**src/rtl/tst_pkg.sv**
```systemverilog
package tst_pkg;

  typedef enum logic [1:0] {
    LINE_I = 2'd0,
    LINE_S = 2'd1,
    LINE_E = 2'd2,
    LINE_M = 2'd3
  } lineState_t;

  typedef enum logic [1:0] {
    CAUSE_NONE     = 2'd0,
    CAUSE_EXPLICIT = 2'd1,
    CAUSE_SIZE     = 2'd2,
    CAUSE_CONFLICT = 2'd3
  } abortCause_t;

  // strobes from control to datapath
  typedef struct packed {
    logic rollback;   // invalidate modified lines of the write set
    logic clearSets;  // clear every read/write flag
    logic snapshot;   // capture set sizes
  } trkStrobe_t;

endpackage

```
**src/rtl/tst_datapath.sv**
```systemverilog
module tst_datapath
  import tst_pkg::*;
#(
  parameter int NUM_LINES = 16,
  parameter int IDX_W     = 4,
  parameter int CNT_W     = 5
) (
  input  logic                   clk,
  input  logic                   rstN,
  input  logic                   inTxn,
  input  logic                   ldHit,
  input  logic                   stHit,
  input  logic [IDX_W-1:0]       accIdx,
  input  logic                   fillValid,
  input  logic                   fillExcl,
  input  logic [IDX_W-1:0]       fillIdx,
  input  logic                   evictValid,
  input  logic [IDX_W-1:0]       evictIdx,
  input  logic                   snoopValid,
  input  logic                   snoopWrite,
  input  logic [IDX_W-1:0]       snoopIdx,
  input  trkStrobe_t             strobe,
  output logic                   evictMarked,
  output logic                   snoopOnRd,
  output logic                   snoopOnWr,
  output logic [2*NUM_LINES-1:0] lineStates,
  output logic [NUM_LINES-1:0]   rdSet,
  output logic [NUM_LINES-1:0]   wrSet,
  output logic [CNT_W-1:0]       rdCount,
  output logic [CNT_W-1:0]       wrCount
);

  function automatic logic [CNT_W-1:0] popCount(input logic [NUM_LINES-1:0] v);
    logic [CNT_W-1:0] acc;
    acc = '0;
    for (int k = 0; k < NUM_LINES; k++) acc = acc + CNT_W'(v[k]);
    return acc;
  endfunction

  for (genvar g = 0; g < NUM_LINES; g++) begin : gLine
    lineState_t cur, nxt;
    logic rdBit, wrBit;
    logic accHere, fillHere, evictHere, snoopHere;

    assign accHere   = (accIdx   == IDX_W'(g));
    assign fillHere  = fillValid  && (fillIdx  == IDX_W'(g));
    assign evictHere = evictValid && (evictIdx == IDX_W'(g));
    assign snoopHere = snoopValid && (snoopIdx == IDX_W'(g));

    always_comb begin
      nxt = cur;
      if (fillHere) nxt = fillExcl ? LINE_E : LINE_S;
      if (stHit && accHere && cur != LINE_I) nxt = LINE_M;
      if (snoopHere) begin
        if (snoopWrite) nxt = LINE_I;
        else if (nxt == LINE_M || nxt == LINE_E) nxt = LINE_S;
      end
      if (evictHere) nxt = LINE_I;
      if (strobe.rollback && cur == LINE_M && wrBit) nxt = LINE_I;
    end

    always_ff @(posedge clk) begin
      if (!rstN) begin
        cur   <= LINE_I;
        rdBit <= 1'b0;
        wrBit <= 1'b0;
      end else begin
        cur <= nxt;
        if (strobe.clearSets) begin
          rdBit <= 1'b0;
          wrBit <= 1'b0;
        end else begin
          if (inTxn && ldHit && accHere) rdBit <= 1'b1;
          if (inTxn && stHit && accHere) wrBit <= 1'b1;
        end
      end
    end

    assign rdSet[g]            = rdBit;
    assign wrSet[g]            = wrBit;
    assign lineStates[2*g +: 2] = cur;
  end

  assign evictMarked = rdSet[evictIdx] | wrSet[evictIdx];
  assign snoopOnRd   = rdSet[snoopIdx];
  assign snoopOnWr   = wrSet[snoopIdx];

  always_ff @(posedge clk) begin
    if (!rstN) begin
      rdCount <= '0;
      wrCount <= '0;
    end else if (strobe.snapshot) begin
      rdCount <= popCount(rdSet);
      wrCount <= popCount(wrSet);
    end
  end

endmodule

```
**src/rtl/tst_ctrl.sv**
```systemverilog
module tst_ctrl
  import tst_pkg::*;
(
  input  logic       clk,
  input  logic       rstN,
  input  logic       commitCmd,
  input  logic       abortCmd,
  input  logic       evictValid,
  input  logic       evictMarked,
  input  logic       snoopValid,
  input  logic       snoopWrite,
  input  logic       snoopOnRd,
  input  logic       snoopOnWr,
  output trkStrobe_t strobe,
  output logic       abortReq,
  output logic [1:0] abortCause,
  output logic       countValid
);

  logic        conflictNow, sizeNow, abortNow, commitNow;
  abortCause_t causeNow;

  assign conflictNow = snoopValid && (snoopWrite ? (snoopOnRd | snoopOnWr) : snoopOnWr);
  assign sizeNow     = evictValid && evictMarked;
  assign abortNow    = conflictNow | sizeNow | abortCmd;
  assign commitNow   = commitCmd & ~abortNow;

  always_comb begin
    if (conflictNow)   causeNow = CAUSE_CONFLICT;
    else if (sizeNow)  causeNow = CAUSE_SIZE;
    else if (abortCmd) causeNow = CAUSE_EXPLICIT;
    else               causeNow = CAUSE_NONE;
  end

  always_comb begin
    strobe.rollback  = abortNow;
    strobe.clearSets = abortNow | commitNow;
    strobe.snapshot  = abortNow | commitNow;
  end

  always_ff @(posedge clk) begin
    if (!rstN) begin
      abortReq   <= 1'b0;
      abortCause <= CAUSE_NONE;
      countValid <= 1'b0;
    end else begin
      abortReq   <= abortNow;
      abortCause <= causeNow;
      countValid <= abortNow | commitNow;
    end
  end

endmodule

```
**src/rtl/txn_set_tracker.sv**
```systemverilog
module txn_set_tracker
  import tst_pkg::*;
#(
  parameter  int NUM_LINES = 16,
  localparam int IDX_W     = (NUM_LINES > 1) ? $clog2(NUM_LINES) : 1,
  localparam int CNT_W     = $clog2(NUM_LINES + 1)
) (
  input  logic                   clk,
  input  logic                   rstN,
  input  logic                   inTxn,
  input  logic                   ldHit,
  input  logic                   stHit,
  input  logic [IDX_W-1:0]       accIdx,
  input  logic                   fillValid,
  input  logic                   fillExcl,
  input  logic [IDX_W-1:0]       fillIdx,
  input  logic                   evictValid,
  input  logic [IDX_W-1:0]       evictIdx,
  input  logic                   snoopValid,
  input  logic                   snoopWrite,
  input  logic [IDX_W-1:0]       snoopIdx,
  input  logic                   commitCmd,
  input  logic                   abortCmd,
  output logic                   abortReq,
  output logic [1:0]             abortCause,
  output logic [2*NUM_LINES-1:0] lineStates,
  output logic                   countValid,
  output logic [CNT_W-1:0]       rdCount,
  output logic [CNT_W-1:0]       wrCount
);

  trkStrobe_t           strobe;
  logic                 evictMarked, snoopOnRd, snoopOnWr;
  logic [NUM_LINES-1:0] rdSet, wrSet;

  tst_ctrl u_ctrl (
    .clk        (clk),
    .rstN       (rstN),
    .commitCmd  (commitCmd),
    .abortCmd   (abortCmd),
    .evictValid (evictValid),
    .evictMarked(evictMarked),
    .snoopValid (snoopValid),
    .snoopWrite (snoopWrite),
    .snoopOnRd  (snoopOnRd),
    .snoopOnWr  (snoopOnWr),
    .strobe     (strobe),
    .abortReq   (abortReq),
    .abortCause (abortCause),
    .countValid (countValid)
  );

  tst_datapath #(
    .NUM_LINES(NUM_LINES),
    .IDX_W    (IDX_W),
    .CNT_W    (CNT_W)
  ) u_dp (
    .clk        (clk),
    .rstN       (rstN),
    .inTxn      (inTxn),
    .ldHit      (ldHit),
    .stHit      (stHit),
    .accIdx     (accIdx),
    .fillValid  (fillValid),
    .fillExcl   (fillExcl),
    .fillIdx    (fillIdx),
    .evictValid (evictValid),
    .evictIdx   (evictIdx),
    .snoopValid (snoopValid),
    .snoopWrite (snoopWrite),
    .snoopIdx   (snoopIdx),
    .strobe     (strobe),
    .evictMarked(evictMarked),
    .snoopOnRd  (snoopOnRd),
    .snoopOnWr  (snoopOnWr),
    .lineStates (lineStates),
    .rdSet      (rdSet),
    .wrSet      (wrSet),
    .rdCount    (rdCount),
    .wrCount    (wrCount)
  );

endmodule

```
**config.mk**
```make
export PLATFORM = sky130hd
export DESIGN_NAME = txn_set_tracker
export DESIGN_NICKNAME = d
export VERILOG_FILES = /design/src/rtl/tst_pkg.sv /design/src/rtl/tst_datapath.sv /design/src/rtl/tst_ctrl.sv /design/src/rtl/txn_set_tracker.sv
export SDC_FILE = /design/constraint.sdc
export NUM_CORES = 1
export LEC_CHECK = 0
export ABC_AREA = 1
export BUFFER_PORTS_ARGS = -buffer_cell sky130_fd_sc_hd__buf_2
export CORE_UTILIZATION = 49
export DETAILED_ROUTE_END_ITERATION = 6
export HOLD_SLACK_MARGIN = 0.06
export PLACE_DENSITY = 0.66
export SLEW_MARGIN = 10
export SYNTH_ARGS = -nofsm -noshare
export SYNTH_HDL_FRONTEND = slang
export SYNTH_SLANG_ARGS = --single-unit
```
**constraint.sdc**
```tcl
create_clock -name clk -period 4.5 [get_ports clk]
set_input_delay 0.675 -clock clk [delete_from_list [all_inputs] [get_ports clk]]
set_output_delay 0.675 -clock clk [all_outputs]
set_load 0.03 [all_outputs]
```
Word-level counts from Yosys, hierarchy flattened
Cells that the tools add are included.
{ "word_totals": {"in_bits": 28, "output_inout_bits": 46, "mem_bits_rw": 0, "mem_bits_ro": 0, "latchBits": 0, "memories": 0, "reg_bits": 78} }
{ "op_classes": {"reduce_logical": 201, "muxes": 93, "div_mod_pow": 0, "eq_ne": 108, "n_addsub": 30, "bitwise": 8, "n_lt_le_gt_ge": 2, "shift": 0, "multipliers": 0} }
{ "op_table": {"columns": ["cell", "n"], "rows": [
  ["2-to-1 mux 2 bit", 83],
  ["logical AND 1 bit", 148],
  ["adder 5 x 1 -> 5 bit", 28],
  ["== test 4 bit (second input constant)", 32],
  ["== test 2 bit (second input constant)", 48],
  ["== test 4 x 3 -> 1 bit (second input constant)", 16],
  ["OR reduction 3 bit", 16],
  ["== test 4 x 2 -> 1 bit (second input constant)", 8],
  ["nonzero test 2 bit", 16],
  ["binary-select mux 1 bit (select 4 bit)", 4],
  ["== test 4 x 1 -> 1 bit (second input constant)", 4],
  ["logical NOT 4 bit", 4],
  ["logical OR 1 bit", 16],
  ["less-than comparator 4 x 5 -> 1 bit (second input constant)", 2],
  ["2-to-1 mux 1 bit", 6],
  ["OR 1 bit", 5],
  ["adder 1 x 1 -> 2 bit", 2],
  ["NOT 1 bit", 2],
  ["OR reduction 2 bit", 1],
  ["AND 1 bit", 1]
]} }

Logic depth before layout (Yosys ltp)
Gate-level depths: netlist (run 1).
{ "logic_depth": {"word_depth": 15, "depth_mapped": 16} }

Cells and area by module
A second synthesis (run 1) with hierarchy kept.
{ "unflattened": {"cells_unflattened": 901, "hier_area_um2": 5616.6} }
{ "modules_own_cells": {"columns": ["module", "seq_area_each_um2", "cells_each", "instances", "area_each_um2"], "rows": [
  ["tst_datapath", 1481.4, 878, 1, 5435.2],
  ["tst_ctrl", 80.1, 23, 1, 181.4]
]} }

Least setup slack after synthesis (run 1)
Ideal clock, no wire load.
{ "synth_timing": {"kind": "register to register", "from": "register u_dp.gLine[0].wrBit", "to": "register u_dp.wrCount[4]", "slack_ns": 0.624, "t_arrival_ns": 3.817, "t_required_ns": 4.441, "path_buffers": 0, "stages_incl_launch_ff": 12, "path_cell_list": "dfxtp_1 > ha_1 > inv_1 > fa_1 > fa_1 > fa_1 > fa_1 > fa_1 > fa_1 > o21ai_0 > nand3_1 > nand2_1"} }
{ "synth_between": {"elab_chain_len": 15} }
{ "synth_rtl": {"columns": ["element", "line_no", "source"], "rows": [
  ["from (decl)", "tst_datapath.sv:42", "logic rdBit, wrBit;"],
  ["from (signal assigned)", "tst_datapath.sv:66", "wrBit <= 1'b0;"],
  ["from (signal assigned)", "tst_datapath.sv:71", "wrBit <= 1'b0;"],
  ["from (signal assigned)", "tst_datapath.sv:74", "if (inTxn && stHit && accHere) wrBit <= 1'b1;"],
  ["adder 1 x 1 -> 2 bit", "tst_datapath.sv:36", "for (int k = 0; k < NUM_LINES; k++) acc = acc + CNT_W'(v[k]);"],
  ["adder 5 x 1 -> 5 bit (14 in a row)", "tst_datapath.sv:36", null],
  ["to (signal assigned)", "tst_datapath.sv:94", "wrCount <= popCount(wrSet);"],
  ["to (decl)", "tst_datapath.sv:30", "output logic [CNT_W-1:0] wrCount"]
]} }
Several ways; a longest one is shown, not always the timed one. The select of a mux whose other input is x is not followed.
A chain may end at the register's enable or synchronous reset.

Worst setup path in the final report (run 1)
Ends and elaborated chain as after synthesis.

==> flow_summary.json, run 1 <==
{
  "finalCritPeriodShare_pct": 92.5,
  "setup_viol": 0,
  "wirelength_mm": 17.3,
  "critPathMostFrequentCell": "fa_1",
  "async_reset_ff_share_pct": 0,
  "ys_warn_count": 0,
  "rows": 38,
  "clk_pin_slew_ps": 60,
  "fmax_ghz": 0.240,
  "synth_fp_nets": 912,
  "cts_tree": "built",
  "rsz0062_at_grt": "no",
  "layout_common_cells": "nand2_1, inv_1, nor2_1",
  "slew_headroom_pct": 49.7,
  "arrival_ps": 4450,
  "fillCellCount": 1102,
  "seq_area_frac_synth_pct": 28.0,
  "numCtsBuffers": 9,
  "grt_overflow": 0,
  "wl_per_cell_um": 16.3,
  "path_max_fanout": 5,
  "final_max_slew_viol_count": 0,
  "postCtsSetupBuffers": 0,
  "slowest_delay_ps": 560,
  "grt_pass1_wl_mm": 26.7,
  "regArea_um2": 1560,
  "cts.repair.resized": 0,
  "max-cap-violations": 0,
  "port_buffers": 73,
  "synth_area_leader_cell": "dfxtp_1",
  "critPathSlowestCell": "fa_1",
  "cts.sinks": 78,
  "die-height_um": 109,
  "critPathLaunchType": "flop",
  "hold_ws_ps": 457,
  "final_cells": 1062,
  "ant_nets": 0,
  "drive_gt1_share_pct": 14.4,
  "start_util_pct": 50.7,
  "setup-tns-final_ps": 0,
  "h-tree-depth": 3,
  "die_w_um": 109,
  "die_area_um2": 11800,
  "cts_root_buf": "clkbuf_16",
  "clock-skew-final_ps": 8.02,
  "grt_max_degree": 41,
  "diodes": 0,
  "vias": 5698,
  "power_density_nw_per_um2": 266,
  "path_class": "reg -> reg",
  "yosys_register_bits": 78,
  "ys.flop_type": "dfxtp_1",
  "area_growth_pct": 13.0,
  "synth_edf_count": 0,
  "peakVddDrop_v": 0.000231,
  "cp_top_family": "adder cells",
  "postSynthAreaPerCell_um2": 6.53,
  "path_cells": "ha_1 -> inv_1 -> fa_1 -> fa_1 -> fa_1 -> fa_1 -> fa_1 -> fa_1 -> o21ai_0 -> nand3_1 -> nand2_1",
  "dr.pass1.iters": 5,
  "gr-usage-all-layers_pct": 30.5,
  "final_nets": 975,
  "multi_input_area_um2": 3340,
  "vias_per_cell": 5.37,
  "drt_iter0_drc": 467,
  "worstMarginPinSlew_ps": 755,
  "dp_hpwl_mm": 13.5,
  "place_inst": 1046,
  "hold_violations": 0,
  "core-area_um2": 11000,
  "grt_antenna_before_repair": 0,
  "netlist_area_um2": 5570,
  "io_pins": 74,
  "cts_hold_buf": 0,
  "min_path_type": "reg -> reg",
  "drc": 0,
  "crit_buf_inv": 1,
  "crit_required_ps": 4790,
  "leakage_nw": 2.78,
  "routabilityCongestion": 0.968,
  "end_kind": "flop",
  "min_period_ps": 4160,
  "synth_cells": 854,
  "clk_path_buf_depth": 2,
  "final_common_cell": "nand2_1",
  "status": "complete, no violations",
  "synth_area_leaders": "dfxtp_1, nand2_1, inv_1, nor2_1, fa_1",
  "synth_cell_type_count": 36,
  "clkLatencyLatePin_ps": 350,
  "synth_top_area_share_pct": 28.0,
  "grt_pass1_vias": 5123
}
-- tightest hold or removal path: stages, from the launching register on --
cell	delay [ps]
dfxtp_1	300
nand3_1	70
nand2_1	40
-- worst paths after layout --
| kind | cells past startpoint | slack [ps] | to | from |
|---|---|---|---|---|
| setup / recovery | 11 | 340 | u_dp.wrCount[4] | u_dp.gLine[0].wrBit |
| hold / removal | 2 | 460 | u_dp.wrCount[0] | u_dp.wrCount[0] |
| setup reg to reg | 11 | 340 | u_dp.wrCount[4] | u_dp.gLine[0].wrBit |
| hold reg to reg | 2 | 460 | u_dp.wrCount[0] | u_dp.wrCount[0] |
-- per-layer routing --
layer	wire, µm	vias to the layer above	GRT usage (%)
met5	0	-	0
met3	1270	30	4.78
met2	8060	250	50.5
met1	7590	2636	39.8
met4	390	0	11.8
li1	-	2782	-
-- area by class of cell --
| cell class | count | share of cell area, % |
|---|---|---|
| multi-input combinational | 617 | 53.0 |
| sequential | 78 | 24.8 |
| inverter | 136 | 8.12 |
| timing repair buffer | 75 | 6.24 |
| clock buffer | 13 | 4.45 |
| tap | 140 | 2.78 |
| clock inverter | 3 | 0.636 |
-- registers in the layout, indices dropped and copies added, names as in the netlist --
name,count
u_dp.wrCount,5
u_dp.gLine.cur,32
u_dp.gLine.rdBit,16
u_ctrl.abortCause,2
u_dp.gLine.wrBit,16
u_ctrl.countValid,1
u_dp.rdCount,5
u_ctrl.abortReq,1
-- stage by stage --
step / power [mW] / utilization [%] / cell area, µm² / setup WS [ps]
2_1_floorplan: 0.839 / - / 5570 / 624
3_3_place_gp: 0.894 / 54.4 / 5980 / 450
3_5_place_dp: 0.897 / 54.4 / 5980 / 350
4_1_cts: 1.68 / 57.3 / 6300 / 332
5_1_grt: 1.72 / 57.3 / 6300 / 199
6_report: 1.67 / 57.3 / 6300 / 338
-- cells by family (layout without fill, tap and decap cells) --
| logic type | Yosys count | in the layout | share of synthesized area (%) |
|---|---|---|---|
| and+or+nand+nor | 464 | 464 | 37.4 |
| adders and majority gates | 30 | 30 | 9.43 |
| buffers and inverters | 159 | 227 | 12.1 |
| DFF | 78 | 78 | 28.0 |
| AOI/OAI and AO/OA | 119 | 119 | 12.5 |
| xor gates and xnor gates | 4 | 4 | 0.629 |
-- power by group --
part           total (mW)  internal [mW]  switching [mW]
registers           0.704          0.698         0.00633
logic               0.181         0.0425           0.138
clock network       0.789          0.488           0.300
total                1.67           1.23           0.445
-- synth_stat cells (4+ instances only) --
| library cell | number |
|---|---|
| o211ai_1 | 25 |
| a21oi_1 | 20 |
| inv_1 | 133 |
| nor2_4 | 25 |
| nand2_2 | 4 |
| nand3b_1 | 4 |
| fa_1 | 20 |
| nor2_1 | 126 |
| nand4_1 | 6 |
| o2bb2ai_1 | 5 |
| o21ai_0 | 51 |
| clkbuf_1 | 13 |
| ha_1 | 10 |
| dfxtp_1 | 78 |
| o21ai_1 | 11 |
| nand3_1 | 53 |
| nor2_2 | 9 |
| nand2_1 | 234 |
No activity file was read; power rests on OpenSTA's default activity.
==> run 2: changes to the inputs <==
CORE_ASPECT_RATIO = 2   (was not set)
CTS_BUF_LIST = sky130_fd_sc_hd__clkbuf_2 sky130_fd_sc_hd__clkbuf_4 sky130_fd_sc_hd__clkbuf_8   (was not set)
==> run 2 against run 1 <==
Compared with the run above:
- via count shrank 0.84%
- clock power fell by 15%
- sequential share of layout area rose by 0.27 points
- first-iteration DRC count is 0.86% lower
- setup slack got worse by 25 ps
- combinational power is essentially flat
- routed wire length is 3.1% higher
- non-clock buffer count did not move
- flip-flop and latch count did not move
- largest power group is now sequential cells
==> flow_summary.json, run 2 (synthesized netlist as in run 1, its figures left out) <==
{
  "grt_antenna_before_repair": 0,
  "place_area_um2": 5980,
  "leakage_nw": 2.74,
  "diodes": 0,
  "fin_util_pct": 56.6,
  "cts_hold_buf": 0,
  "core-area_um2": 11000,
  "clk_pin_slew_ps": 90,
  "layout_common_cells": "nand2_1, inv_1, nor2_1",
  "drc": 0,
  "power_density_nw_per_um2": 250,
  "combPwrFrac_pct": 11.6,
  "grt_pass1_wl_mm": 28.3,
  "arrival_ps": 4500,
  "numCtsBuffers": 9,
  "clock-skew-final_ps": 12.7,
  "grt_max_degree": 41,
  "biggestRegsByFlops": "u_dp.gLine.cur: 32 flops, u_dp.gLine.rdBit: 16 flops, u_dp.gLine.wrBit: 16 flops",
  "status": "complete, no violations",
  "final_nets": 975,
  "cts_tree": "built",
  "internal-power_mw": 1.13,
  "final_max_slew_viol_count": 0,
  "critPathMostFrequentCell": "fa_1",
  "io_pins": 74,
  "grt_overflow": 0,
  "path_cells": "ha_1 -> inv_1 -> fa_1 -> fa_1 -> fa_1 -> fa_1 -> fa_1 -> fa_1 -> o21ai_0 -> nand3_1 -> nand2_1",
  "gr-usage-all-layers_pct": 31.6,
  "port_buffers": 73,
  "area_growth_pct": 11.8,
  "wirelength_mm": 17.8,
  "hold_ws_ps": 464,
  "dp_hpwl_mm": 14.5,
  "regMostFlops": "u_dp.gLine.cur",
  "rows": 54,
  "power.switching_mw": 0.424,
  "die_area_um2": 11800,
  "worstMarginPinSlew_ps": 765,
  "crit_required_ps": 4810,
  "slowest_delay_ps": 560,
  "rsz0062_at_grt": "no",
  "clkLatencyLatePin_ps": 370,
  "seqPwrFrac_pct": 45.2,
  "path_max_fanout": 5,
  "setup-tns-final_ps": 0,
  "wl_per_cell_um": 16.8,
  "dr.pass1.iters": 5,
  "max-cap-violations": 0,
  "postCtsSetupBuffers": 0,
  "r2r-start": "u_dp.gLine[0].wrBit",
  "cts.repair.resized": 0,
  "cts.sinks": 78,
  "swShare_pct": 27.3,
  "min_path_type": "reg -> reg",
  "hold_violations": 0,
  "grt_pass1_vias": 5543,
  "ant_nets": 0,
  "min_from": "u_dp.rdCount[0]",
  "setup_viol": 0,
  "cts_root_buf": "clkbuf_8",
  "h-tree-depth": 3,
  "finalCritPeriodShare_pct": 93.1,
  "stdcell_area_um2": 6230,
  "drt_iter0_drc": 463,
  "cp_top_family": "adder cells",
  "slew_headroom_pct": 49.0,
  "end_kind": "flop",
  "vias": 5650,
  "critPathLaunchType": "flop",
  "start_util_pct": 50.6,
  "die-height_um": 153,
  "path_class": "reg -> reg",
  "drive_gt1_share_pct": 14.4,
  "min_period_ps": 4190,
  "p_clk_share_pct": 43.2,
  "routabilityCongestion": 0.981,
  "vias_per_cell": 5.32,
  "peakVddDrop_v": 0.000221,
  "die_w_um": 77.4,
  "largest_register_ffs": 32,
  "clk_path_buf_depth": 2,
  "critPathLaunch": "u_dp.gLine[0].wrBit",
  "fmax_ghz": 0.239,
  "crit_buf_inv": 1,
  "critPathSlowestCell": "fa_1",
  "final_common_cell": "nand2_1"
}
## run 2: cell count changes in the layout (fill, tap and decap cells not counted), sizes merged
cell	previous run	this run
bufinv	1	3
clkinvlp	0	1
clkbuf	13	11
clkinv	4	3
## run 2: power by group through the flow
stage                     registers [mW]  logic (mW)  clock network [mW]
after floorplan                    0.732       0.107                   0
after CTS                          0.703       0.180               0.680
after global routing               0.704       0.197               0.708
final                              0.703       0.181               0.671
after detailed placement           0.719       0.179                   0
after global placement             0.719       0.177                   0
## run 2: stage by stage
step                total power [mW]  instances  setup WS, ps
floorplan                      0.839        854           624
detailed placement             0.898       1046           323
CTS                             1.56       1062           294
global placement               0.896       1046           368
finish                          1.56       1062           313
global route                    1.61       1062           160
## run 2: path summary, 6_finish.rpt
path / cells after the start / slack (ps) / to
setup / recovery: 11 / 310 / u_dp.wrCount[4]
hold reg to reg: 2 / 460 / u_dp.rdCount[0]
setup reg to reg: 11 / 310 / u_dp.wrCount[4]
hold / removal: 2 / 460 / u_dp.rdCount[0]
## run 2: worst reg2reg max path, stage by stage, from the launching register on
cell	delay, ps
dfxtp_1	360
ha_1	290
inv_1	50
fa_1	560
fa_1	560
fa_1	540
fa_1	520
fa_1	460
fa_1	410
o21ai_0	180
nand3_1	100
nand2_1	100
## run 2: layout make-up
class                      instances  area, µm²
sequential                        78       1560
multi-input combinational        617       3340
tap                              140        175
fill                            1134       4780
clock inverter                     5        106
clock buffer                      11        145
timing repair buffer              75        393
inverter                         136        512
## run 2: routing by layer
layer	vias up	share of wire [%]	track usage, %
met4	0	6.8	21.2
met3	61	3.6	4.00
li1	2786	-	-
met1	2619	37	32.0
met5	-	0	0
met2	184	53	58.6
